===== src/rtl/lcdag_pkg.sv =====
package lcdag_pkg;

    // Fixed transfer width: 16-bit words on a byte-addressed bus
    localparam int unsigned WORD_STEP = 2;

    // Index of each buffer bound in the captured bound array
    localparam int unsigned BI_TOP1 = 0;
    localparam int unsigned BI_BOT1 = 1;
    localparam int unsigned BI_TOP2 = 2;
    localparam int unsigned BI_BOT2 = 3;
    localparam int unsigned N_BOUNDS = 4;

    typedef enum logic [1:0] {
        ST_IDLE  = 2'd0,
        ST_REQ   = 2'd1,
        ST_FAULT = 2'd2
    } rd_state_e;

    typedef enum logic {
        FR_ONE = 1'b0,
        FR_TWO = 1'b1
    } frame_e;

    // Buffer that follows a completed bottom fetch
    function automatic frame_e next_frame(frame_e cur, logic dual);
        if (!dual) return FR_ONE;
        return (cur == FR_ONE) ? FR_TWO : FR_ONE;
    endfunction

    // Index of the top bound for a buffer
    function automatic int unsigned top_idx(frame_e fr);
        return (fr == FR_ONE) ? BI_TOP1 : BI_TOP2;
    endfunction

    // Index of the bottom bound for a buffer
    function automatic int unsigned bot_idx(frame_e fr);
        return (fr == FR_ONE) ? BI_BOT1 : BI_BOT2;
    endfunction

endpackage


===== src/rtl/lcdag_cfg_latch.sv =====
module lcdag_cfg_latch
    import lcdag_pkg::*;
#(
    parameter int unsigned ADDR_W = 32
) (
    input  logic                             clk,
    input  logic                             rst,
    input  logic                             run_en,
    input  logic                             dual_in,
    input  logic [N_BOUNDS-1:0][ADDR_W-1:0]  bounds_in,
    output logic                             dual_q,
    output logic [N_BOUNDS-1:0][ADDR_W-1:0]  bounds_q
);

    // Mode bit follows its input only while stopped
    always_ff @(posedge clk) begin
        if (rst)          dual_q <= 1'b0;
        else if (!run_en) dual_q <= dual_in;
    end

    // One capture register per buffer bound
    for (genvar gi = 0; gi < N_BOUNDS; gi++) begin : g_bound
        always_ff @(posedge clk) begin
            if (rst)          bounds_q[gi] <= '0;
            else if (!run_en) bounds_q[gi] <= bounds_in[gi];
        end
    end

    // nothing captured moves while running
    p_cfg_frozen_r11: assert property (@(posedge clk) disable iff (rst)
        run_en |=> ($stable(bounds_q) && $stable(dual_q)));

endmodule


===== src/rtl/lcdag_addr_seq.sv =====
module lcdag_addr_seq
    import lcdag_pkg::*;
#(
    parameter int unsigned ADDR_W = 32
) (
    input  logic                             clk,
    input  logic                             rst,
    input  logic                             start,
    input  logic                             advance,
    input  logic                             dual,
    input  logic [N_BOUNDS-1:0][ADDR_W-1:0]  bounds,
    output logic [ADDR_W-1:0]                addr,
    output logic                             at_bottom
);

    localparam logic [ADDR_W-1:0] STEP = ADDR_W'(WORD_STEP);

    frame_e             frame_q;
    frame_e             frame_nx;
    logic [ADDR_W-1:0]  addr_nx;

    assign at_bottom = (addr == bounds[bot_idx(frame_q)]);

    always_comb begin
        frame_nx = frame_q;
        addr_nx  = addr;
        if (start) begin
            frame_nx = FR_ONE;
            addr_nx  = bounds[BI_TOP1];
        end else if (advance) begin
            if (at_bottom) begin
                frame_nx = next_frame(frame_q, dual);
                addr_nx  = bounds[top_idx(frame_nx)];
            end else begin
                addr_nx  = addr + STEP;
            end
        end
    end

    always_ff @(posedge clk) begin
        if (rst) begin
            frame_q <= FR_ONE;
            addr    <= '0;
        end else begin
            frame_q <= frame_nx;
            addr    <= addr_nx;
        end
    end

    // a start always lands on the first buffer's top
    p_start_top_r2: assert property (@(posedge clk) disable iff (rst)
        start |=> (addr == $past(bounds[BI_TOP1])));

    // without a start or accepted fetch the address holds
    p_addr_hold_r6: assert property (@(posedge clk) disable iff (rst)
        (!start && !advance) |=> $stable(addr));

    // off the bottom boundary the address moves one word
    p_addr_step_r3: assert property (@(posedge clk) disable iff (rst)
        (advance && !start && !at_bottom) |=> (addr == $past(addr) + STEP));

endmodule


===== src/rtl/lcdag_rd_fsm.sv =====
module lcdag_rd_fsm
    import lcdag_pkg::*;
(
    input  logic clk,
    input  logic rst,
    input  logic run_en,
    input  logic ack,
    input  logic bus_err,
    input  logic tmo,
    output logic req,
    output logic start,
    output logic advance,
    output logic fault_flag,
    output logic fault_irq
);

    rd_state_e state_q;
    rd_state_e state_nx;
    logic      fault_in;
    logic      fault_hit;

    assign fault_in  = bus_err | tmo;
    assign req       = (state_q == ST_REQ);
    assign start     = (state_q == ST_IDLE) && run_en;
    assign fault_hit = req && fault_in;
    assign advance   = req && ack && !fault_in;
    assign fault_flag = (state_q == ST_FAULT);

    always_comb begin
        state_nx = state_q;
        case (state_q)
            ST_IDLE:  if (run_en) state_nx = ST_REQ;
            ST_REQ: begin
                if (fault_hit)    state_nx = ST_FAULT;
                else if (advance) state_nx = run_en ? ST_REQ : ST_IDLE;
            end
            ST_FAULT: if (!run_en) state_nx = ST_IDLE;
            default:  state_nx = ST_IDLE;
        endcase
    end

    always_ff @(posedge clk) begin
        if (rst) begin
            state_q   <= ST_IDLE;
            fault_irq <= 1'b0;
        end else begin
            state_q   <= state_nx;
            fault_irq <= fault_hit;
        end
    end

    // an unanswered request is not withdrawn
    p_req_hold_r6: assert property (@(posedge clk) disable iff (rst)
        (req && !ack && !fault_in) |=> req);

    // a fault drops the request and raises the flag
    p_fault_entry_r8: assert property (@(posedge clk) disable iff (rst)
        (req && fault_in) |=> (fault_flag && !req && fault_irq));

    // interrupt is a single-cycle pulse
    p_irq_single_r8: assert property (@(posedge clk) disable iff (rst)
        fault_irq |=> !fault_irq);

    // the flag is sticky while enabled
    p_fault_sticky_r9: assert property (@(posedge clk) disable iff (rst)
        (fault_flag && run_en) |=> (fault_flag && !req));

    // removing the enable clears the flag
    p_fault_clear_r9: assert property (@(posedge clk) disable iff (rst)
        (fault_flag && !run_en) |=> !fault_flag);

    // a drained request is not followed by another
    p_drain_r10: assert property (@(posedge clk) disable iff (rst)
        (advance && !run_en) |=> !req);

endmodule


===== src/rtl/lcd_fb_addr_gen.sv =====
module lcd_fb_addr_gen
    import lcdag_pkg::*;
#(
    parameter int unsigned ADDR_W = 32
) (
    input  logic              clk,
    input  logic              rst,
    input  logic              run_en,
    input  logic              two_buf,
    input  logic [ADDR_W-1:0] f1_top,
    input  logic [ADDR_W-1:0] f1_bot,
    input  logic [ADDR_W-1:0] f2_top,
    input  logic [ADDR_W-1:0] f2_bot,
    output logic              rd_req,
    input  logic              rd_ack,
    input  logic              rd_buserr,
    input  logic              rd_tmo,
    output logic [ADDR_W-1:0] rd_addr,
    output logic              frame_end,
    output logic              fault_flag,
    output logic              fault_irq
);

    logic [N_BOUNDS-1:0][ADDR_W-1:0] bounds_raw;
    logic [N_BOUNDS-1:0][ADDR_W-1:0] bounds_cap;
    logic                            dual_cap;
    logic                            seq_start;
    logic                            seq_adv;
    logic                            seq_at_bot;

    always_comb begin
        bounds_raw          = '0;
        bounds_raw[BI_TOP1] = f1_top;
        bounds_raw[BI_BOT1] = f1_bot;
        bounds_raw[BI_TOP2] = f2_top;
        bounds_raw[BI_BOT2] = f2_bot;
    end

    lcdag_cfg_latch #(.ADDR_W(ADDR_W)) u_cfg (
        .clk       (clk),
        .rst       (rst),
        .run_en    (run_en),
        .dual_in   (two_buf),
        .bounds_in (bounds_raw),
        .dual_q    (dual_cap),
        .bounds_q  (bounds_cap)
    );

    lcdag_rd_fsm u_fsm (
        .clk        (clk),
        .rst        (rst),
        .run_en     (run_en),
        .ack        (rd_ack),
        .bus_err    (rd_buserr),
        .tmo        (rd_tmo),
        .req        (rd_req),
        .start      (seq_start),
        .advance    (seq_adv),
        .fault_flag (fault_flag),
        .fault_irq  (fault_irq)
    );

    lcdag_addr_seq #(.ADDR_W(ADDR_W)) u_seq (
        .clk       (clk),
        .rst       (rst),
        .start     (seq_start),
        .advance   (seq_adv),
        .dual      (dual_cap),
        .bounds    (bounds_cap),
        .addr      (rd_addr),
        .at_bottom (seq_at_bot)
    );

    // end of buffer marks an accepted bottom fetch
    assign frame_end = seq_adv && seq_at_bot;

    // no frame end while a fault is being reported
    p_fend_clean_r7: assert property (@(posedge clk) disable iff (rst)
        frame_end |-> (rd_req && !rd_buserr && !rd_tmo));

endmodule


===== config.mk =====
export PLATFORM = sky130hd
export DESIGN_NAME = lcd_fb_addr_gen
export DESIGN_NICKNAME = d
export VERILOG_FILES = /design/src/rtl/lcdag_pkg.sv /design/src/rtl/lcdag_cfg_latch.sv /design/src/rtl/lcdag_addr_seq.sv /design/src/rtl/lcdag_rd_fsm.sv /design/src/rtl/lcd_fb_addr_gen.sv
export SDC_FILE = /design/constraint.sdc
export NUM_CORES = 1
export LEC_CHECK = 0
export ABC_AREA = 1
export BUFFER_PORTS_ARGS = -buffer_cell sky130_fd_sc_hd__buf_2
export CAP_MARGIN = 0
export CORE_UTILIZATION = 60
export DETAILED_ROUTE_END_ITERATION = 16
export PLACE_DENSITY = 0.88
export RECOVER_POWER = 25
export SETUP_SLACK_MARGIN = 0.2
export SYNTH_ARGS = -nofsm -noshare
export SYNTH_HDL_FRONTEND = slang
export SYNTH_HIERARCHICAL = 1
export SYNTH_SLANG_ARGS = --single-unit

===== constraint.sdc =====
create_clock -name clk -period 5.2 [get_ports clk]
set_input_delay 0 -clock clk [delete_from_list [all_inputs] [get_ports clk]]
set_output_delay 0 -clock clk [all_outputs]
set_load 0.01 [all_outputs]

Word-level counts from Yosys, hierarchy flattened:

Cells that the tools add are included.

* input port bits: 135
* output and inout port bits: 36
* register bits: 165

* order comparisons: 2
* equality and inequality tests: 6
* $add $sub $neg: 1
* bitwise logic cells: 1
* muxes and demuxes: 25
* reductions and logical operators: 11

Operators with widths (count)
* $mux 32: 5
* $bmux 32 s2: 2
* $lt 32x3->1 const B: 2
* $add 32x2->32 const B: 1
* $eq 32x32->1: 1
* $mux 2: 6
* $mux 1: 11
* $pmux 2 s3: 1
* $logic_and 1x1->1: 5
* $ne 2x2->1 const B: 2
* $ne 3x3->1 const B: 1
* $reduce_and 3->1: 1
* $eq 2x1->1 const B: 1
* $eq 2x2->1 const B: 1
* $logic_not 2->1: 1
* $reduce_and 2->1: 1
* $reduce_bool 2->1: 1
* $reduce_or 2->1: 1
* $logic_not 1->1: 1
* $or 1x1->1: 1

Depth between registers and ports, before layout:

* depth in word-level cells: 17
* gate-level depth with buffers: 16

Hierarchy:

Netlist, hierarchy kept.

Modules (own cells, without submodules)
* lcdag_cfg_latch: cells an instance 818, times used 1, sequential area each 2582.5 um^2, area each 5378.9 um^2
* lcdag_addr_seq: cells an instance 693, times used 1, sequential area each 660.6 um^2, area each 3883.7 um^2
* lcdag_rd_fsm: cells an instance 27, times used 1, sequential area each 60.1 um^2, area each 166.4 um^2
* lcd_fb_addr_gen: cells an instance 2, times used 1, sequential area each 0.0 um^2, area each 7.5 um^2

Worst setup path after synthesis:

Ideal clock, no wire load.

* kind: reg2reg
* start point: reg u_seq.addr[1]
* end point: reg u_seq.addr[27]
* arrival time: 1.742 ns
* setup slack: 3.326 ns
* required time: 5.068 ns
* cell stages (with the launch flop): 12
* path buffers: 0
* cell sequence: dfxtp_1 ha_1 nand3_1 nor2_1 nand3_1 nor2_1 nand2_1 xor2_1 nand2_1 nand2_1 nand2_1 a21oi_1

* longest elaborated chain between the ends: 4
* elaborated cells on any way between the ends: 5
* those cells by class: 1 x add/sub; 1 x eq/ne; 3 x mux

Ends and longest elaborated chain
* start: declaration: RTL line lcdag_addr_seq.sv:12 `output logic [ADDR_W-1:0] addr,`
* start signal: assignment: RTL line lcdag_addr_seq.sv:46 `addr <= addr_nx;`
* $add 32x2->32 / $eq 32x32->1 (equally long branches): RTL line lcdag_addr_seq.sv:35, lcdag_addr_seq.sv:22
* $mux 32 (*): RTL line lcdag_addr_seq.sv:31 `if (at_bottom) begin`
* $mux 32 (*): RTL line lcdag_addr_seq.sv:30 `end else if (advance) begin`
* $mux 32 (*): RTL line lcdag_addr_seq.sv:27 `if (start) begin`

Every way passes the cells marked *; elsewhere a longest branch is shown, timed or not. The select of a mux whose other input is x is not followed.
A chain may end at the register's enable or synchronous reset.

Worst setup path after layout:

* start point: reg u_seq.frame_q
* end point: out frame_end

* longest elaborated chain between the ends: 5

Ends and longest elaborated chain
* start: declaration: RTL line lcdag_addr_seq.sv:18 `frame_e frame_q;`
* start signal: assignment: RTL line lcdag_addr_seq.sv:45 `frame_q <= frame_nx;`
* $mux 2: RTL line lcdag_pkg.sv:37 `return (fr == FR_ONE) ? BI_BOT1 : BI_BOT2;`
* $bmux 32 s2: RTL line lcdag_addr_seq.sv:22 `assign at_bottom = (addr == bounds[bot_idx(frame_q)]);`
* $mux 32 (implied by the code): RTL line lcdag_addr_seq.sv:22
* $eq 32x32->1: RTL line lcdag_addr_seq.sv:22
* via seq_at_bot: RTL line lcd_fb_addr_gen.sv:29 `logic seq_at_bot;`
* $logic_and 1x1->1: RTL line lcd_fb_addr_gen.sv:75 `assign frame_end = seq_adv && seq_at_bot;`
* end: declaration: RTL line lcd_fb_addr_gen.sv:19 `output logic frame_end,`

The timed path passes the listed nets, and every way through them passes these cells. The select of a mux whose other input is x is not followed.

==> summary.txt <==
Run status
  • Status: finished, violations left
  • Failing checks: capacitance limit, slew limit

Routing
  • Vias per cell: 5.28
  • DR DRC count: 0
  • Vias: 10,700
  • Initial DRC Count: 1,543
  • Met1 WL: 11.1 mm
  • Highest Signal Layer: met4
  • Wire per inst: 15.0 um
  • Met2 routed WL: 14.9 mm
  • 1st-pass router iterations: 10
  • Post-Route WL: 30.3 mm
  • Final ANT Viol Nets: 0
  • Met3 WL post-DR: 2.63 mm

Power
  • P_sw: 984 uW
  • Leak Pwr: 6.00 nW
  • Pwr dens: 281 nW/um^2
  • Total power: 3.36 mW
  • Peak supply drop: 0.247 mV
  • P_int: 2.37 mW
  • Power share of the combinational group: 0.170
  • Clock Power Share: 0.401
  • Share of power burned in registers: 0.428
  • Switch share: 0.293

STA
  • RSZ-0062 raised after global routing: false
  • Slew at the pin with the worst max-slew slack: 2130 ps
  • Fin. Hold Viols: 0
  • Slew Viols, Final: 62
  • Final worst-path cycle share: 0.755
  • Setup tns final: 0 ps
  • Final setup fails: 0
  • Final min period: 3930 ps
  • Clk_skew: 14.2 ps
  • Slew margin rel.: -0.430
  • Peak Freq: 0.255 GHz

Finish
  • Share of layout cells above drive strength 1: 0.101
  • Layout area overhead: 26.5%
  • Layout Nets: 1,927
  • Core Util, Final: 0.783
  • Filler cells: 1,064

Critical path
  • Crit path max-delay family: simple AND/OR/NAND/NOR gates
  • Worst EP arrival: 3930 ps
  • R2R Path End: u_seq/addr[0]$_SDFFE_PP0P_
  • Flop-to-flop setup slack: 1610 ps
  • Largest fanout on the critical path: 36
  • Crit. End Element: output pin
  • Slowest-stage cell, CP: dfxtp_1
  • FF-to-FF Start: u_seq/frame_q$_SDFFE_PP0P_
  • Max stage delay on crit path: 940 ps
  • CP Buf/Inv Count: 5
  • Worst path cell trace: inv_6 > nand2_1 > nand2_1 > nand2_1 > nand2_1 > inv_1 > nand2_1 > nor2_1 > nand2_1 > nor2_4 > nand2_4 > inv_1 > nand2_1 > inv_1 > buf_2
  • Most common cell on crit path: nand2_1
  • Startpoint Class: flop
  • Kind of critical path: reg2out
  • R2R depth: 14
  • CP required: 5200 ps

GRT
  • Initial antenna violation count: 2
  • Grt total ovfl: 0
  • Vias in the first global route: 10,300
  • Pin count of the biggest net entering global routing: 155
  • Global-route wire length before repair: 47.9 mm
  • Overall Global Routing Usage: 0.374

Floorplan
  • Rows: 45
  • Initial Util: 0.618
  • Width of the die: 127 um
  • Die area: 16,200 sq um
  • I/O Pins: 171
  • Die height: 127 um
  • Core area: 15,300 sq um

CTS
  • Max H-tree Level: 4
  • CTS tree: done
  • Max clock buf depth: 2
  • Number of clock buffers inserted by TritonCTS: 17
  • CTS sink cnt: 165
  • Clock transition at path regs: 70 ps
  • Setup bufs post-CTS: 0
  • Root Driver: clkbuf_16
  • Clk Latency, worst-skew pair: 440 ps

Synthesis
  • Syn Inst Count: 1,540
  • Seq/Total Area, Yosys: 0.350
  • Synth top cells by count: 552 x nand2_1, 305 x nor2_1, 191 x inv_1
  • Async S/R FF share, synth: 0
  • Synth top area cells: dfxtp_1 35%, nand2_1 22%, nor2_1 12%, inv_1 7.6%, nand3_1 4.8%
  • Yosys warning total: 6
  • Dominant synthesized flop cell: dfxtp_1
  • Synth top area share: 0.350
  • Synth area leader: dfxtp_1
  • Synthesized area: 9440 sq um
  • Top-count cell post-synth: nand2_1
  • EDFF count, synth: 0
  • Net Count, Synth: 1,676
  • Synth cell types: 31
  • Syn Area/Cell: 6.13 sq um
  • Register bit total from synthesis: 165

Min path
  • Hold/Removal Path Class: in2reg
  • Hold_sp: rst
  • Hold path cells: 2
  • Worst Hold Endpoint: u_fsm/fault_irq$_SDFF_PP0_

Run
  • Max capacitance violation total: 1

Place
  • Dpl hpwl: 17.3 mm
  • GP Congestion: 0.958
  • Port Buffers: 170
==> how the worst max path moves through the flow <==
stage	start	to	slack (ps)	depth (start not counted)
4_1_cts	u_seq/frame_q$_SDFFE_PP0P_	frame_end	1430	15
5_1_grt	u_seq/frame_q$_SDFFE_PP0P_	frame_end	990	15
2_1_floorplan	u_seq/addr[1]$_SDFFE_PP0P_	u_seq/addr[27]$_SDFFE_PP0P_	3330	11
3_5_place_dp	u_seq/frame_q$_SDFFE_PP0P_	u_seq/addr[27]$_SDFFE_PP0P_	1830	15
3_3_place_gp	u_seq/frame_q$_SDFFE_PP0P_	u_seq/addr[0]$_SDFFE_PP0P_	1900	12
6_report	u_seq/frame_q$_SDFFE_PP0P_	frame_end	1270	15
==> cells by family after synthesis <==
group           synth area share
simple gates               0.412
buf+inv                    0.139
mux                       0.0255
compound gates            0.0468
xor+xnor                  0.0260
fa+ha+maj                0.00133
flops                      0.350
==> flip-flops by register name, summed over array words and instances, names as in the netlist <==
| signal | cells |
|---|---|
| u_cfg/bounds_q | 128 |
| u_cfg/dual_q | 1 |
| u_fsm/fault_irq | 1 |
| u_fsm/state_q | 2 |
| u_seq/addr | 32 |
| u_seq/frame_q | 1 |
==> metal layers <==
| layer | up-vias | track usage |
|---|---|---|
| met5 | - | 0 |
| li1 | 5136 | - |
| met3 | 156 | 0.0909 |
| met1 | 4697 | 0.403 |
| met4 | 0 | 0.245 |
| met2 | 666 | 0.656 |
==> what timing repair did <==
item,in CTS,in global routing
resized for setup,0,0
hold buffers,134,0
setup endpoints to repair,0,0
endpoints found under the hold margin,132,0
==> power by group through the flow <==
stage          sequential, mW  combinational [mW]  clock [mW]
2_1_floorplan            1.43               0.344           0
3_3_place_gp             1.46               0.445           0
3_5_place_dp             1.46               0.458           0
4_1_cts                  1.43               0.542        1.34
5_1_grt                  1.44               0.631        1.40
6_report                 1.44               0.571        1.35
==> stage by stage <==
| step | hold WS (ps) | setup WS (ps) | instance area [sq um] | std cells |
|---|---|---|---|---|
| after floorplan | 62.4 | 3330 | 9440 | 1540 |
| after global placement | 216 | 1900 | 10000 | 1849 |
| after detailed placement | 222 | 1830 | 10000 | 1849 |
| after CTS | 111 | 1430 | 12000 | 2015 |
| after global routing | 141 | 991 | 11900 | 2017 |
| final | 140 | 1270 | 11900 | 2017 |
==> layout by cell type, fill, tap and decap left out, types with 10 or more instances in the layout <==
cell           instances
dlygate4sd3_1        134
inv_1                190
buf_2                134
a22oi_1               31
mux2i_1               24
nand3b_1              10
clkbuf_16             17
nand2_1              552
clkbuf_1              35
nor3_1                12
xor2_1                26
nand3_1               91
nor2_1               303
a21oi_1               34
dfxtp_1              165
==> cell type report <==
cell class | instances | area, sq um | share of cell area
multi-input combinational | 1103 | 4820 | 0.404
sequential | 165 | 3300 | 0.277
timing repair buffer | 309 | 2190 | 0.184
inverter | 195 | 738 | 0.0618
clock buffer | 17 | 425 | 0.0356
tap | 211 | 264 | 0.0221
clock inverter | 15 | 194 | 0.0162
antenna | 2 | 5.00 | 0.000419
Note: power is estimated with default switching activity, not from simulation.
